### src/rtl/xfq_pkg.sv
package xfq_pkg;
   localparam int FLG_N      = 5;
   localparam int FLG_UNDER  = 0;
   localparam int FLG_OVER   = 1;
   localparam int FLG_RXREQ  = 2;
   localparam int FLG_TXREQ  = 3;
   localparam int FLG_END    = 4;
   localparam int ST_CNT_LSB = 16;
   localparam int ST_CNT_W   = 7;
   localparam int ST_W       = 32;
endpackage

### src/rtl/xfq_store.sv
module xfq_store #(
   parameter int DW    = 32,
   parameter int DEPTH = 64,
   parameter int CW    = $clog2(DEPTH + 1)
) (
   input  logic          clk,
   input  logic          rst_n,
   input  logic          flush,
   input  logic          push_req,
   input  logic [DW-1:0] push_data,
   input  logic          pop_req,
   output logic [DW-1:0] rd_data,
   output logic [CW-1:0] level,
   output logic          push_drop,
   output logic          pop_drop
);
   localparam int  AW     = (DEPTH > 1) ? $clog2(DEPTH) : 1;
   localparam bit  IS_P2  = ((DEPTH & (DEPTH - 1)) == 0);

   logic [DW-1:0] mem [DEPTH];
   logic [AW-1:0] wr_ptr, rd_ptr, wr_inc, rd_inc;
   logic          full, empty, push_ok, pop_ok;

   assign full      = (level == CW'(DEPTH));
   assign empty     = (level == '0);
   assign push_ok   = push_req && !flush && !full;
   assign pop_ok    = pop_req  && !flush && !empty;
   assign push_drop = push_req && !flush && full;
   assign pop_drop  = pop_req  && !flush && empty;

   generate
      if (IS_P2) begin : g_wrap_nat
         assign wr_inc = wr_ptr + 1'b1;
         assign rd_inc = rd_ptr + 1'b1;
      end else begin : g_wrap_cmp
         assign wr_inc = (wr_ptr == AW'(DEPTH - 1)) ? '0 : wr_ptr + 1'b1;
         assign rd_inc = (rd_ptr == AW'(DEPTH - 1)) ? '0 : rd_ptr + 1'b1;
      end
   endgenerate

   always_ff @(posedge clk) begin
      if (!rst_n || flush) begin
         wr_ptr <= '0;
         rd_ptr <= '0;
         level  <= '0;
      end else begin
         if (push_ok) wr_ptr <= wr_inc;
         if (pop_ok)  rd_ptr <= rd_inc;
         case ({push_ok, pop_ok})
            2'b10:   level <= level + 1'b1;
            2'b01:   level <= level - 1'b1;
            default: level <= level;
         endcase
      end
   end

   always_ff @(posedge clk) begin
      if (push_ok) mem[wr_ptr] <= push_data;
   end

   assign rd_data = mem[rd_ptr];

   AST_LEVEL_BOUND: assert property (@(posedge clk) disable iff (!rst_n)
      level <= CW'(DEPTH));
   AST_NO_OVERFLOW: assert property (@(posedge clk) disable iff (!rst_n)
      (full && push_req && !pop_req && !flush) |=> (level == CW'(DEPTH)));
   AST_NO_UNDERFLOW: assert property (@(posedge clk) disable iff (!rst_n)
      (empty && pop_req && !push_req && !flush) |=> (level == '0));
   AST_FLUSH_EMPTY: assert property (@(posedge clk) disable iff (!rst_n)
      flush |=> (level == '0));
endmodule

### src/rtl/xfq_events.sv
module xfq_events #(
   parameter int N = 5
) (
   input  logic         clk,
   input  logic         rst_n,
   input  logic [N-1:0] set_vec,
   input  logic         clr_we,
   input  logic [N-1:0] clr_bits,
   input  logic         msk_we,
   input  logic [N-1:0] msk_bits,
   output logic [N-1:0] flags,
   output logic [N-1:0] mask_q,
   output logic         irq
);
   logic [N-1:0] clr_eff;

   assign clr_eff = clr_we ? clr_bits : '0;

   always_ff @(posedge clk) begin
      if (!rst_n) begin
         flags  <= '0;
         mask_q <= '1;
      end else begin
         flags <= (flags & ~clr_eff) | set_vec;
         if (msk_we) mask_q <= msk_bits;
      end
   end

   assign irq = |(flags & ~mask_q);

   AST_STICKY_HOLD: assert property (@(posedge clk) disable iff (!rst_n)
      ((~flags & $past(flags) & ~($past(clr_we) ? $past(clr_bits) : '0)) == '0));
   AST_CLEAR_WORKS: assert property (@(posedge clk) disable iff (!rst_n)
      clr_we |=> ((flags & $past(clr_bits & ~set_vec)) == '0));
endmodule

### src/rtl/xfer_data_fifo.sv
module xfer_data_fifo #(
   parameter int DW    = 32,
   parameter int DEPTH = 64,
   parameter int TW    = 6
) (
   input  logic                      clk,
   input  logic                      rst_n,
   input  logic                      flush,
   input  logic [TW-1:0]             thresh,
   input  logic                      push_valid,
   input  logic [DW-1:0]             push_data,
   input  logic                      pop_req,
   output logic [DW-1:0]             pop_data,
   input  logic                      xfer_end,
   input  logic                      clr_we,
   input  logic [xfq_pkg::FLG_N-1:0] clr_bits,
   input  logic                      msk_we,
   input  logic [xfq_pkg::FLG_N-1:0] msk_bits,
   output logic [xfq_pkg::ST_W-1:0]  status,
   output logic                      irq
);
   import xfq_pkg::*;

   localparam int CW = $clog2(DEPTH + 1);

   if (DEPTH < 2) begin : g_chk_depth
      $error("xfer_data_fifo: DEPTH must be at least 2");
   end
   if (CW > ST_CNT_W) begin : g_chk_cnt
      $error("xfer_data_fifo: fill count does not fit the status field");
   end
   if (TW > CW) begin : g_chk_thr
      $error("xfer_data_fifo: threshold wider than the fill count");
   end

   logic [CW-1:0]    level, free_sp, thr_ext;
   logic             push_drop, pop_drop;
   logic [FLG_N-1:0] set_vec, flags, mask_q;

   xfq_store #(.DW(DW), .DEPTH(DEPTH), .CW(CW)) u_store (
      .clk       (clk),
      .rst_n     (rst_n),
      .flush     (flush),
      .push_req  (push_valid),
      .push_data (push_data),
      .pop_req   (pop_req),
      .rd_data   (pop_data),
      .level     (level),
      .push_drop (push_drop),
      .pop_drop  (pop_drop)
   );

   assign thr_ext = CW'(thresh);
   assign free_sp = CW'(DEPTH) - level;

   always_comb begin
      set_vec            = '0;
      set_vec[FLG_UNDER] = pop_drop;
      set_vec[FLG_OVER]  = push_drop;
      set_vec[FLG_RXREQ] = (level >= thr_ext);
      set_vec[FLG_TXREQ] = (free_sp >= thr_ext);
      set_vec[FLG_END]   = xfer_end;
   end

   xfq_events #(.N(FLG_N)) u_events (
      .clk      (clk),
      .rst_n    (rst_n),
      .set_vec  (set_vec),
      .clr_we   (clr_we),
      .clr_bits (clr_bits),
      .msk_we   (msk_we),
      .msk_bits (msk_bits),
      .flags    (flags),
      .mask_q   (mask_q),
      .irq      (irq)
   );

   always_comb begin
      status                     = '0;
      status[ST_CNT_LSB +: CW]   = level;
      status[FLG_N-1:0]          = flags;
   end

   AST_END_SETS: assert property (@(posedge clk) disable iff (!rst_n)
      xfer_end |=> status[FLG_END]);
   AST_RXREQ_SETS: assert property (@(posedge clk) disable iff (!rst_n)
      (level >= thr_ext) |=> status[FLG_RXREQ]);
   AST_IRQ_ALLMASKED: assert property (@(posedge clk) disable iff (!rst_n)
      (mask_q == '1) |-> !irq);
endmodule

### config.mk
export PLATFORM = sky130hd
export DESIGN_NAME = xfer_data_fifo
export DESIGN_NICKNAME = d
export VERILOG_FILES = /design/src/rtl/xfq_pkg.sv /design/src/rtl/xfq_store.sv /design/src/rtl/xfq_events.sv /design/src/rtl/xfer_data_fifo.sv
export SDC_FILE = /design/constraint.sdc
export NUM_CORES = 2
export LEC_CHECK = 0
export ABC_AREA = 1
export BUFFER_PORTS_ARGS = -buffer_cell sky130_fd_sc_hd__buf_4
export CAP_MARGIN = 20
export CORE_MARGIN = 3
export CORE_UTILIZATION = 40
export CTS_CLUSTER_SIZE = 30
export DETAILED_ROUTE_END_ITERATION = 10
export PLACE_DENSITY = 0.55
export SLEW_MARGIN = 0
export SYNTH_ARGS = -nofsm -noshare
export SYNTH_HDL_FRONTEND = slang
export SYNTH_HIERARCHICAL = 1
export SYNTH_SLANG_ARGS = --single-unit
### constraint.sdc
create_clock -name clk -period 8.27 [get_ports clk]
set_input_delay 1.654 -clock clk [delete_from_list [all_inputs] [get_ports clk]]
set_output_delay 1.654 -clock clk [all_outputs]
set_load 0.005 [all_outputs]
======== Yosys cells after proc, flatten, opt, wreduce, memory -nomap -nowiden ========
Memories as Yosys holds them, arrays and structs flattened. A register that Yosys moved wholly into a read port is not among the register bits.
Index checks and enable logic that the tools add are counted.
cells by class
  $add $sub $neg .......................... 5
  reductions and logical operators ........ 14
  bitwise gates (word level) .............. 5
  equality and inequality tests ........... 3
  mux-type cells .......................... 6
  magnitude comparators ................... 2
operator list
  operator                                             number
  >= comparator 7 x 6 -> 1 bit                         2
  one-hot mux 7 bit (2 select lines)                   1
  adder 6 x 1 -> 6 bit, second input constant          2
  2-to-1 mux 6 bit                                     2
  bitwise AND 5 bit                                    2
  NOT 5 bit                                            2
  adder 7 x 1 -> 7 bit, second input constant          1
  equality test 7 bit, second input constant           1
  zero test 7 bit                                      1
  subtractor 7 x 1 -> 7 bit, second input constant     1
  subtractor 7 bit, first input constant               1
  logical AND 1 bit                                    6
  2-to-1 mux 5 bit                                     1
  bitwise OR 5 bit                                     1
  OR reduction 5 bit                                   1
  zero test 1 bit                                      4
  equality test 2 x 1 -> 1 bit, second input constant  1
  equality test 2 bit, second input constant           1
  2-to-1 mux 1 bit                                     2
  nonzero test 2 bit                                   1
  logical OR 1 bit                                     1
storage, ports and cells
  output and inout bits ................... 65
  bits in writable memories ............... 2048
  register bits ........................... 29
  logic and storage cells ................. 41
  memories kept ........................... 1
  bits of input ports ..................... 56
memory list
  memory       words  bits a word  read ports  clocked after memory_dff  wr ports  RTL line         RTL
  u_store.mem  64     32           1           1                         1         xfq_store.sv:20  logic [DW-1:0] mem [DEPTH];

======== Depth between registers and ports, before layout ========
  word-level depth ........................ 5
  gate-level depth with buffers ........... 18
  depth with buffers taken out ............ 16

======== Hierarchy ========
Netlist, hierarchy kept.
modules (own cells, without submodules)
  module          seq. area each (um2)  cells an instance  instances  area each (um2)
  xfq_store       61999.5               6316               1          81997.4
  xfer_data_fifo  0.0                   87                 1          554.3
  xfq_events      200.2                 54                 1          390.4

======== Least setup slack after synthesis ========
Ideal clock, no wire load.
  path kind ............................... input to register
  from .................................... input push_valid
  to ...................................... memory u_store.mem[55][0], enable pin
  stages .................................. 5
  arrival ................................. 4.277 ns
  slack ................................... 3.532 ns
  buffers on the path ..................... 1
  data required time ...................... 7.809 ns
  setup time .............................. 0.461 ns
  cells stage by stage .................... inv_1 -> nor2_1 -> o21ai_1 -> buf_4 -> nor3_1
between the ends
  longest elaborated chain between the ends .. 4
RTL lines
  what                                    RTL line              RTL
  from (decl)                             xfer_data_fifo.sv:10  input logic push_valid,
  logical AND 1 bit (2 in series)         xfq_store.sv:26       assign push_ok = push_req && !flush && !full;
  2-to-1 mux 1 bit                        xfq_store.sv:58       if (push_ok) mem[wr_ptr] <= push_data;
  2-to-1 mux 1 bit (implied by the code)  xfq_store.sv:58
  to (decl)                               xfq_store.sv:20
Every way passes these cells.

==> results.cfg <==
[outcome]
status = completed

[sta]
finalMaxSlewViolations = 0
clock_skew_ns = 0.0432
rsz0062_at_grt = false
final-setup-viol-count = 0
slew-limit-headroom_pct = 21.2
fin_setup_tns_ns = 0
tightestPinTransition_ns = 1.18
min_period_ns = 6.59
fin_crit_sh_pct = 79.7
fmax_ghz = 0.152
hold_violations = 0

[worst_setup_path]
critPathArrivalTime_ns = 4.93
cpMaxStageDelayCell = dfxtp_4
critPathCaptureType = output port
cpMostUsedCell = nand3_1
required_ns = 6.62
worst_setup_path_start_kind = flop
critPathKind = flop to output port
cp_max_fo = 197
crit_chain = clkinv_16, buf_12, o21ai_0, o22ai_1, nand2_1, nand3_1, nand3_1, nand3_1, and2_1, buf_4
max_stage_delay_ns = 0.93

[power_and_ir_drop]
clock_power_share_pct = 42.9
ir_drop_mv = 0.184
p_sw_share_pct = 21.3
pwr-share-seq_pct = 53.2
power_density_mw_per_mm2 = 235
power.leakage_uw = 0.0305
p_sw_uw = 4660
p_comb_share_pct = 3.9
p_int_uw = 17200

[synth]
yosysSeqAreaShare_pct = 75.0
syn_avg_cell_area_um2 = 12.8
synthDistinctLibCells = 39
async_flop_share_pct = 0
synth_seq_cells = 2083
ys_warn_count = 6
netlist_area_mm2 = 0.0829
netlist_instances = 6457
synth-edff-count = 2048
ys.flop_type = edfxtp_1

[floorplan]
pin_count = 121
core_mm2 = 0.205
die_width_um = 461
rows = 166
fp.dieH_um = 461
start_util_pct = 40.4
dieArea_mm2 = 0.213

[global_route]
overflow = 0
grt_pass1_vias = 51010
grt.total_usage_pct = 22.8
grt_pass1_wl_um = 355000
antenna_found_initial = 6
grt_max_degree = 201

[final_layout]
fill_cells = 18116
area_delta_synth_final_pct = 12.1
drive_above_1_share_pct = 8.76
num-nets-final = 6497
fin_area_mm2 = 0.0930
multiInputGateArea_mm2 = 0.0185
regArea_mm2 = 0.0622
final_util_pct = 45.3

[placed_design]
dp_hpwl_um = 121000
globalplace.congestion = 0.796
dpl_cell_area_mm2 = 0.0862
port_buffers = 100

[clocking]
cts.path.max_buffers = 3
cts_tree = yes
clk_pin_slew_ns = 0.06
cts_resized = 0
worstSkewPairLatency_ns = 0.86
cts.sinks = 2083
post-cts-setup-buffers = 0
htreeDepth = 4
ctsHoldBuffers = 0
root_buffer = clkbuf_16
cts-buffers-inserted = 210

[detailed_routing]
post_drt_wl_per_cell_um = 26.5
routed_wl_um = 246000
drt_iter0_drc = 5663
drc = 0
first_pass_iters = 5
avgViaCountPerCell = 5.78
ant_nets = 0
num_vias = 53716

[flow_run]
maxCapViolCount = 0

[worst_hold_path]
holdCritPathClass = flop to flop
-- sequential cells by signal, summed over array words and instances (netlist names), named ones only --
signal,cells
u_events/flags,5
u_store/rd_ptr,6
u_store/wr_ptr,6
u_store/mem,2048
u_store/level,7
u_events/mask_q,5
-- per-stage QoR --
stage	power, µW	hold slack, ns	std cells	setup slack (ns)
global route	22500	0.482	9292	1.62
CTS	22000	0.458	9288	1.89
floorplan	12300	0.424	6476	3.53
detailed placement	12700	0.449	8901	2.81
finish	21800	0.455	9298	1.68
global placement	12700	0.444	8901	2.87
-- layer usage --
layer | GRT usage [%] | vias up | routed length [µm]
li1 | - | 23752 | -
met1 | 32.2 | 27527 | 106000
met2 | 36.0 | 2048 | 115000
met3 | 3.30 | 389 | 16900
met4 | 7.89 | 0 | 7950
met5 | 0 | - | 0
-- cell type report --
type	count	share of cell area, %
Timing Repair Buffer	209	1.90
Tap cell	2688	3.62
Antenna cell	10	0.0269
Multi-Input combinational cell	3858	19.9
Clock inverter	127	1.35
Clock buffer	260	5.92
Sequential cell	2083	66.9
Inverter	63	0.314
-- worst paths after layout --
path / slack, ns / to / from / cells past startpoint
min: 0.45 / u_events/mask_q[2] / u_events/mask_q[2] / 2
max reg2reg: 4.03 / u_store/mem[3][21] / u_store/level[4] / 7
min reg2reg: 0.45 / u_events/mask_q[2] / u_events/mask_q[2] / 2
max: 1.68 / pop_data[15] / flop / 10
-- worst max-delay path, delay by kind of cell, from the launching register on --
family          cells  cell delay, ns
simple gates        5            0.90
buf+inv             3            1.23
flops               1            0.93
compound gates      2            0.53
-- Yosys cell counts, types with 35 or more instances --
cell | number | area share (%)
buf_2 | 88 | 0.53
buf_4 | 61 | 0.55
buf_6 | 47 | 0.64
clkbuf_1 | 238 | 1.1
dfxtp_1 | 35 | 0.84
edfxtp_1 | 2048 | 74
inv_1 | 59 | 0.27
nand2_1 | 573 | 2.6
nand3_1 | 421 | 2.5
nor2_1 | 1138 | 5.2
o21ai_0 | 1011 | 6.1
o21ai_1 | 55 | 0.33
o22ai_1 | 512 | 3.9
-- layout by cell type, fill, tap and decap left out, types with 57 or more instances in the layout --
master     count
edfxtp_1    2048
nor2_1      1076
o21ai_0     1011
nand2_1      573
o22ai_1      512
nand3_1      421
clkbuf_16    213
buf_4        193
nor2_4        62
inv_1         57
-- power groups by stage --
stage,combinational [µW],sequential [µW],clock (µW)
2_1_floorplan,469,11800,0
3_5_place_dp,850,11800,0
4_1_cts,852,11600,9540
3_3_place_gp,838,11800,0
5_1_grt,941,11600,9950
6_report,849,11600,9370
-- cells by family after synthesis --
| logic type | share of synthesized area [%] |
|---|---|
| AND/OR/NAND/NOR | 10.6 |
| buffers and inverters | 3.32 |
| AO/OA/AOI/OAI | 10.7 |
| flip-flops | 75.0 |
| XOR/XNOR | 0.127 |
| adder cells (fa/ha/maj) | 0.241 |
| other | 0.00452 |
(Power assumes the default switching activity.)
